### src/rtl/inval_pkg.sv
package inval_pkg;

  typedef enum logic [1:0] {
    TAG_BYPASS = 2'd0,
    TAG_SINGLE = 2'd1,
    TAG_GUEST  = 2'd2,
    TAG_NESTED = 2'd3
  } xlat_tag_e;

  typedef struct packed {
    xlat_tag_e tag;
    logic      m_gscid;
    logic      m_pscid;
    logic      m_addr;
  } match_t;

  typedef enum logic [1:0] {
    ST_IDLE  = 2'd0,
    ST_PASS1 = 2'd1,
    ST_PASS2 = 2'd2,
    ST_FAULT = 2'd3
  } seq_state_e;

endpackage

### src/rtl/inval_decode.sv
module inval_decode
  import inval_pkg::*;
#(
  parameter int            CMD_W     = 64,
  parameter int            ADDR_W    = 64,
  parameter int            PAGE_BITS = 12,
  parameter int            GSCID_W   = 16,
  parameter int            PSCID_W   = 20,
  parameter logic [6:0]    OPCODE    = 7'h01
) (
  input  logic [CMD_W-1:0]   lo,
  input  logic [CMD_W-1:0]   hi,
  output logic               legal,
  output logic               two_pass,
  output match_t             first,
  output logic [GSCID_W-1:0] gscid,
  output logic [PSCID_W-1:0] pscid,
  output logic [ADDR_W-1:0]  addr
);

  localparam int GV_BIT    = 33;
  localparam int PSCV_BIT  = 32;
  localparam int AV_BIT    = 10;
  localparam int PSCID_LSB = 12;
  localparam int GSCID_LSB = 44;
  localparam int FN_LSB    = 7;
  localparam logic [2:0] FN_VMA  = 3'd0;
  localparam logic [2:0] FN_GVMA = 3'd1;
  localparam logic [ADDR_W-1:0] PAGE_MASK =
    ~((ADDR_W'(1) << PAGE_BITS) - ADDR_W'(1));

  logic       gv, av, pscv, opc_ok;
  logic [2:0] fn;

  assign gv     = lo[GV_BIT];
  assign av     = lo[AV_BIT];
  assign pscv   = lo[PSCV_BIT];
  assign fn     = lo[FN_LSB +: 3];
  assign opc_ok = (lo[6:0] == OPCODE);
  assign gscid  = lo[GSCID_LSB +: GSCID_W];
  assign pscid  = lo[PSCID_LSB +: PSCID_W];
  assign addr   = (hi[ADDR_W-1:0] << 2) & PAGE_MASK;

  logic unused_bits;
  assign unused_bits = ^{lo[CMD_W-1:GSCID_LSB+GSCID_W], lo[GSCID_LSB-1:GV_BIT+1], lo[11]};

  always_comb begin
    legal    = 1'b0;
    two_pass = 1'b0;
    first    = '{tag: TAG_BYPASS, m_gscid: 1'b0, m_pscid: 1'b0, m_addr: 1'b0};
    if (opc_ok && fn == FN_GVMA) begin
      legal         = !pscv;
      two_pass      = 1'b1;
      first.tag     = TAG_GUEST;
      first.m_gscid = gv;
      first.m_addr  = gv & av;
    end else if (opc_ok && fn == FN_VMA) begin
      legal         = 1'b1;
      first.tag     = gv ? TAG_NESTED : TAG_SINGLE;
      first.m_gscid = gv;
      first.m_pscid = pscv;
      first.m_addr  = av;
    end
  end

endmodule

### src/rtl/inval_issue.sv
module inval_issue
  import inval_pkg::*;
#(
  parameter int ADDR_W  = 64,
  parameter int GSCID_W = 16,
  parameter int PSCID_W = 20
) (
  input  logic               clk,
  input  logic               rst_n,
  input  logic               cmd_valid,
  output logic               cmd_ready,
  input  logic               dec_legal,
  input  logic               dec_two,
  input  match_t             dec_match,
  input  logic [GSCID_W-1:0] dec_gscid,
  input  logic [PSCID_W-1:0] dec_pscid,
  input  logic [ADDR_W-1:0]  dec_addr,
  output logic               req_valid,
  input  logic               req_ready,
  output match_t             req_match,
  output logic [GSCID_W-1:0] req_gscid,
  output logic [PSCID_W-1:0] req_pscid,
  output logic [ADDR_W-1:0]  req_addr,
  output logic               cmd_err
);

  seq_state_e         state;
  match_t             match_q;
  logic               two_q;
  logic [GSCID_W-1:0] gscid_q;
  logic [PSCID_W-1:0] pscid_q;
  logic [ADDR_W-1:0]  addr_q;

  always_ff @(posedge clk or negedge rst_n) begin
    if (!rst_n) begin
      state   <= ST_IDLE;
      match_q <= '0;
      two_q   <= 1'b0;
      gscid_q <= '0;
      pscid_q <= '0;
      addr_q  <= '0;
    end else begin
      unique case (state)
        ST_IDLE: if (cmd_valid) begin
          if (dec_legal) begin
            state   <= ST_PASS1;
            match_q <= dec_match;
            two_q   <= dec_two;
            gscid_q <= dec_gscid;
            pscid_q <= dec_pscid;
            addr_q  <= dec_addr;
          end else begin
            state <= ST_FAULT;
          end
        end
        ST_PASS1: if (req_ready) begin
          if (two_q) begin
            state       <= ST_PASS2;
            match_q.tag <= TAG_NESTED;
          end else begin
            state <= ST_IDLE;
          end
        end
        ST_PASS2: if (req_ready) state <= ST_IDLE;
        ST_FAULT: state <= ST_IDLE;
        default:  state <= ST_IDLE;
      endcase
    end
  end

  assign cmd_ready = (state == ST_IDLE);
  assign req_valid = (state == ST_PASS1) || (state == ST_PASS2);
  assign cmd_err   = (state == ST_FAULT);
  assign req_match = match_q;
  assign req_gscid = gscid_q;
  assign req_pscid = pscid_q;
  assign req_addr  = addr_q;


  hold_under_stall_chk: assert property (@(posedge clk) disable iff (!rst_n)
    (req_valid && !req_ready) |=> (req_valid && $stable(req_match) &&
      $stable(req_gscid) && $stable(req_pscid) && $stable(req_addr)));


  err_single_cycle_chk: assert property (@(posedge clk) disable iff (!rst_n)
    cmd_err |=> (!cmd_err && cmd_ready));


  err_no_request_chk: assert property (@(posedge clk) disable iff (!rst_n)
    cmd_err |-> !req_valid);


  ready_idle_only_chk: assert property (@(posedge clk) disable iff (!rst_n)
    cmd_ready |-> (!req_valid && !cmd_err));


  guest_then_nested_chk: assert property (@(posedge clk) disable iff (!rst_n)
    (req_valid && req_ready && req_match.tag == TAG_GUEST) |=>
      (req_valid && req_match.tag == TAG_NESTED));


  guest_no_pscid_chk: assert property (@(posedge clk) disable iff (!rst_n)
    (req_valid && req_match.tag == TAG_GUEST) |-> !req_match.m_pscid);


  single_no_gscid_chk: assert property (@(posedge clk) disable iff (!rst_n)
    (req_valid && req_match.tag == TAG_SINGLE) |-> !req_match.m_gscid);

endmodule

### src/rtl/inval_cmd_seq.sv
module inval_cmd_seq
  import inval_pkg::*;
#(
  parameter int         CMD_W     = 64,
  parameter int         ADDR_W    = 64,
  parameter int         PAGE_BITS = 12,
  parameter int         GSCID_W   = 16,
  parameter int         PSCID_W   = 20,
  parameter logic [6:0] OPCODE    = 7'h01
) (
  input  logic               clk,
  input  logic               rst_n,
  input  logic               cmd_valid,
  output logic               cmd_ready,
  input  logic [CMD_W-1:0]   cmd_lo,
  input  logic [CMD_W-1:0]   cmd_hi,
  output logic               req_valid,
  input  logic               req_ready,
  output logic [1:0]         req_tag,
  output logic               req_match_gscid,
  output logic               req_match_pscid,
  output logic               req_match_addr,
  output logic [GSCID_W-1:0] req_gscid,
  output logic [PSCID_W-1:0] req_pscid,
  output logic [ADDR_W-1:0]  req_addr,
  output logic               cmd_err
);

  logic               d_legal, d_two;
  match_t             d_match, r_match;
  logic [GSCID_W-1:0] d_gscid;
  logic [PSCID_W-1:0] d_pscid;
  logic [ADDR_W-1:0]  d_addr;

  inval_decode #(
    .CMD_W(CMD_W), .ADDR_W(ADDR_W), .PAGE_BITS(PAGE_BITS),
    .GSCID_W(GSCID_W), .PSCID_W(PSCID_W), .OPCODE(OPCODE)
  ) u_dec (
    .lo(cmd_lo), .hi(cmd_hi), .legal(d_legal), .two_pass(d_two),
    .first(d_match), .gscid(d_gscid), .pscid(d_pscid), .addr(d_addr)
  );

  inval_issue #(
    .ADDR_W(ADDR_W), .GSCID_W(GSCID_W), .PSCID_W(PSCID_W)
  ) u_iss (
    .clk(clk), .rst_n(rst_n), .cmd_valid(cmd_valid), .cmd_ready(cmd_ready),
    .dec_legal(d_legal), .dec_two(d_two), .dec_match(d_match),
    .dec_gscid(d_gscid), .dec_pscid(d_pscid), .dec_addr(d_addr),
    .req_valid(req_valid), .req_ready(req_ready), .req_match(r_match),
    .req_gscid(req_gscid), .req_pscid(req_pscid), .req_addr(req_addr),
    .cmd_err(cmd_err)
  );

  assign req_tag         = r_match.tag;
  assign req_match_gscid = r_match.m_gscid;
  assign req_match_pscid = r_match.m_pscid;
  assign req_match_addr  = r_match.m_addr;

endmodule

### config.mk
export PLATFORM = sky130hd
export DESIGN_NAME = inval_cmd_seq
export DESIGN_NICKNAME = d
export VERILOG_FILES = /design/src/rtl/inval_pkg.sv /design/src/rtl/inval_decode.sv /design/src/rtl/inval_issue.sv /design/src/rtl/inval_cmd_seq.sv
export SDC_FILE = /design/constraint.sdc
export NUM_CORES = 1
export LEC_CHECK = 0
export ABC_AREA = 1
export BUFFER_PORTS_ARGS = -buffer_cell sky130_fd_sc_hd__buf_2
export CAP_MARGIN = 15
export CORE_MARGIN = 8
export CORE_UTILIZATION = 28
export CTS_BUF_LIST = sky130_fd_sc_hd__clkbuf_16
export DETAILED_ROUTE_END_ITERATION = 10
export HOLD_SLACK_MARGIN = 0.08
export PLACE_DENSITY = 0.61
export SLEW_MARGIN = 10
export SYNTH_ARGS = -nofsm -noshare
export SYNTH_HDL_FRONTEND = slang
export SYNTH_SLANG_ARGS = --single-unit
### constraint.sdc
create_clock -name clk -period 1.7 [get_ports clk]
set_input_delay 0.255 -clock clk [delete_from_list [all_inputs] [get_ports clk]]
set_output_delay 0.255 -clock clk [all_outputs]
set_load 0.03 [all_outputs]
==> impl_metrics.env <==
export IMPL_final_max_slew_viol_count=0
export IMPL_rr_worst_depth=7
export IMPL_worstHoldPathCells=3
export IMPL_drc_errors=0
export IMPL_place_ws_ps=144
export IMPL_start_util_pct=28.1
export IMPL_synthToLayoutAreaGrowth_pct=35.8
export IMPL_cts_setup_buffers=0
export IMPL_synth_compound_area_share_pct=1.86
export IMPL_syn_area_mm2=0.00403
export IMPL_seq_area_frac_synth_pct=59.6
export IMPL_cp_slowest_stage_delay_ps=420
export IMPL_numPortBuffers=200
export IMPL_synth_cells=470
export IMPL_detail_route_wl_per_cell_um=13.2
export IMPL_pwr_share_clk_pct=35.1
export IMPL_layout_nets=808
export IMPL_start_kind="register"
export IMPL_power_frac_comb_pct=17.9
export IMPL_grt_setup_unrepaired="no"
export IMPL_critPathSlowestCell="dfrtp_1"
export IMPL_fin_worst_skew_ps=5.27
export IMPL_worstMarginPinSlew_ps=531
export IMPL_dieArea_mm2=0.0185
export IMPL_criticalPathCategory="reg2out"
export IMPL_drtIter0Drc=161
export IMPL_antenna_left=0
export IMPL_num_vias=3476
export IMPL_cts_tree="done"
export IMPL_cts_root_buf="clkbuf_16"
export IMPL_setup_tns_ps=0
export IMPL_status="finished, final reports clean"
export IMPL_yosysWarnings=0
export IMPL_cap_violations=0
export IMPL_finalCriticalPeriod_ps=1610
export IMPL_r2r_end="u_iss.two_q$_DFFE_PN0P_"
export IMPL_globalplace_congestion=0.751
export IMPL_fp_dieW_um=136
export IMPL_crit_path_end_kind="primary output"
export IMPL_irDropWorstVdd_mv=0.373
export IMPL_drive_gt1_share_pct=33.6
export IMPL_antenna_found_initial=1
export IMPL_arrival_ps=1350
export IMPL_first_pass_iters=4
export IMPL_n_fill_cell=1555
export IMPL_fmax_mhz=623
export IMPL_core_mm2=0.0143
export IMPL_synth_xor_area_share_pct=0
export IMPL_sw_frac_of_total_pct=29.4
export IMPL_timing_final_crit_share_pct=94.5
export IMPL_synthSimpleGateAreaFrac_pct=29.4
export IMPL_hp_start="cmd_lo[14]"
export IMPL_postSynthAreaPerCell_um2=8.57
export IMPL_power_density_mw_per_mm2=946
export IMPL_p_leak_nw=3.49
export IMPL_synthMuxAreaShare_pct=0
export IMPL_ys_types=16
export IMPL_r2r_slack_ps=180
export IMPL_netSwitchingPower_mw=1.52
export IMPL_crit_buf_inv=3
export IMPL_track_usage_pct=12.4
export IMPL_grt_max_degree=97
export IMPL_clock_latency_ps=340
export IMPL_hpwl_um=8400
export IMPL_finalSetupViolCount=0
export IMPL_cts_max_level=3
export IMPL_reg2reg_from="u_iss.state[0]$_DFFE_PN0P_"
export IMPL_path_cells="inv_2 -> ha_2 -> buf_4 -> clkbuf_4"
export IMPL_synth_seq_cells=96
export IMPL_post_drt_via_cell_ratio=4.04
export IMPL_power_frac_seq_pct=46.9
export IMPL_hold_path_class="in2reg"
export IMPL_crit_family="flip-flops"
export IMPL_setup_ws_ps=93.8
export IMPL_path_clk_slew_ps=70
export IMPL_crit_fanout=6
export IMPL_io_pins=240
export IMPL_synth_fa_ha_area_share_pct=1.55
export IMPL_grt_pass1_vias=3496
export IMPL_crit_required_ps=1440
export IMPL_worstHoldEndpoint="u_iss.req_pscid[2]$_DFFE_PN0P_"
export IMPL_maxSlewHeadroom_pct=64.6
export IMPL_drt_total_wl_um=11400
export IMPL_overflow=0
export IMPL_final_hold_viol_count=0
export IMPL_rows=44
export IMPL_cts_made_buffers=9
export IMPL_synth_top_family_by_area="simple AND/OR/NAND/NOR gates"
export IMPL_cts_num_sinks=96
export IMPL_p_int_mw=3.65
export IMPL_die_h_um=136
export IMPL_grt_pass1_wl_um=18100
export IMPL_clk_path_buf_depth=2
[routing by layer]
layer | share of wire [%] | up-vias | wire length [µm] | track usage [%]
li1 | - | 1796 | - | -
met1 | 42 | 1550 | 4830 | 15.0
met2 | 47 | 116 | 5390 | 19.9
met3 | 8.4 | 12 | 955 | 3.84
met4 | 1.7 | 2 | 193 | 5.31
met5 | 0.070 | - | 8 | 0
[registers in the layout, summed over array words and instances (netlist names)]
name             flops
u_iss.two_q          1
u_iss.req_gscid     16
u_iss.req_match      5
u_iss.req_pscid     20
u_iss.req_addr      52
u_iss.state          2
[worst max path at each step]
stage	startpoint	to	cells past startpoint
2_1_floorplan	u_iss.state[0]$_DFFE_PN0P_	u_iss.req_addr[12]$_DFFE_PN0P_	9
3_3_place_gp	cmd_lo[6]	u_iss.two_q$_DFFE_PN0P_	10
3_5_place_dp	cmd_lo[6]	u_iss.two_q$_DFFE_PN0P_	10
4_1_cts	u_iss.state[0]$_DFFE_PN0P_	cmd_ready	4
5_1_grt	u_iss.state[1]$_DFFE_PN0P_	cmd_ready	4
6_report	u_iss.state[0]$_DFFE_PN0P_	cmd_ready	4
[cells in the final DEF (no fill, tap or decap), types with 4 or more instances in the layout]
cell type	count
conb_1	12
ha_1	4
clkbuf_16	9
o21ai_0	9
nand2_1	294
nand3_1	6
buf_4	5
buf_12	5
dfrtp_1	96
nor2_1	7
inv_1	15
buf_2	198
[worst register-to-register path, stage by stage, from the launching register on]
cell	delay (ps)
dfrtp_1	400
inv_2	70
ha_2	190
nand2_1	130
inv_1	90
nand2_4	120
buf_4	260
o21ai_0	130
[power by group through the flow]
stage | clock (mW) | combinational (mW) | sequential [mW]
global placement | 0 | 0.931 | 2.47
global route | 1.98 | 1.05 | 2.44
finish | 1.82 | 0.928 | 2.43
floorplan | 0 | 0.477 | 2.60
detailed placement | 0 | 0.940 | 2.47
CTS | 1.89 | 0.944 | 2.43
[cell type report]
type | instances | area, µm² | share of cell area [%]
Sequential cell | 96 | 2400 | 43.9
Multi-Input combinational cell | 340 | 1380 | 25.2
Timing Repair Buffer | 210 | 1150 | 21.0
Tap cell | 184 | 230 | 4.21
Clock buffer | 9 | 225 | 4.12
Inverter | 14 | 52.6 | 0.961
Clock inverter | 7 | 32.5 | 0.595
Antenna cell | 1 | 2.50 | 0.0457
[cell families after synthesis]
logic type / count (synthesis)
adders and majority gates: 5
DFF: 96
other: 1
buffers and inverters: 45
AOI/OAI and AO/OA: 13
and+or+nand+nor: 310
[cell usage after synthesis, drive strengths merged]
cell type / count / area (µm²)
nand2: 295 / 1110
dfrtp: 96 / 2400
buf: 30 / 243
inv: 14 / 52.6
nor2: 9 / 48.8
o21ai: 9 / 45.0
nand3: 6 / 30.0
ha: 5 / 62.6
a21oi: 2 / 10.0
o211ai: 2 / 20.0
clkbuf: 1 / 3.75
conb: 1 / 3.75
[through the flow]
step / area [µm²] / util (%) / power, mW / std cells / hold WS [ps]
global placement: 5200 / 36.3 / 3.40 / 843 / 363
global route: 5470 / 38.2 / 5.47 / 860 / 103
finish: 5470 / 38.2 / 5.18 / 861 / 107
CTS: 5470 / 38.2 / 5.26 / 860 / 90.7
floorplan: 4070 / - / 3.08 / 481 / -40.6
detailed placement: 5200 / 36.3 / 3.41 / 843 / 360
[timing repair]
item | CTS | global route
hold endpoints to repair | 96 | 0
endpoints found under the setup margin | 0 | 2
hold buffers | 1 | 0
resized for setup | 0 | 3
Note: power is estimated with default switching activity, not from simulation.
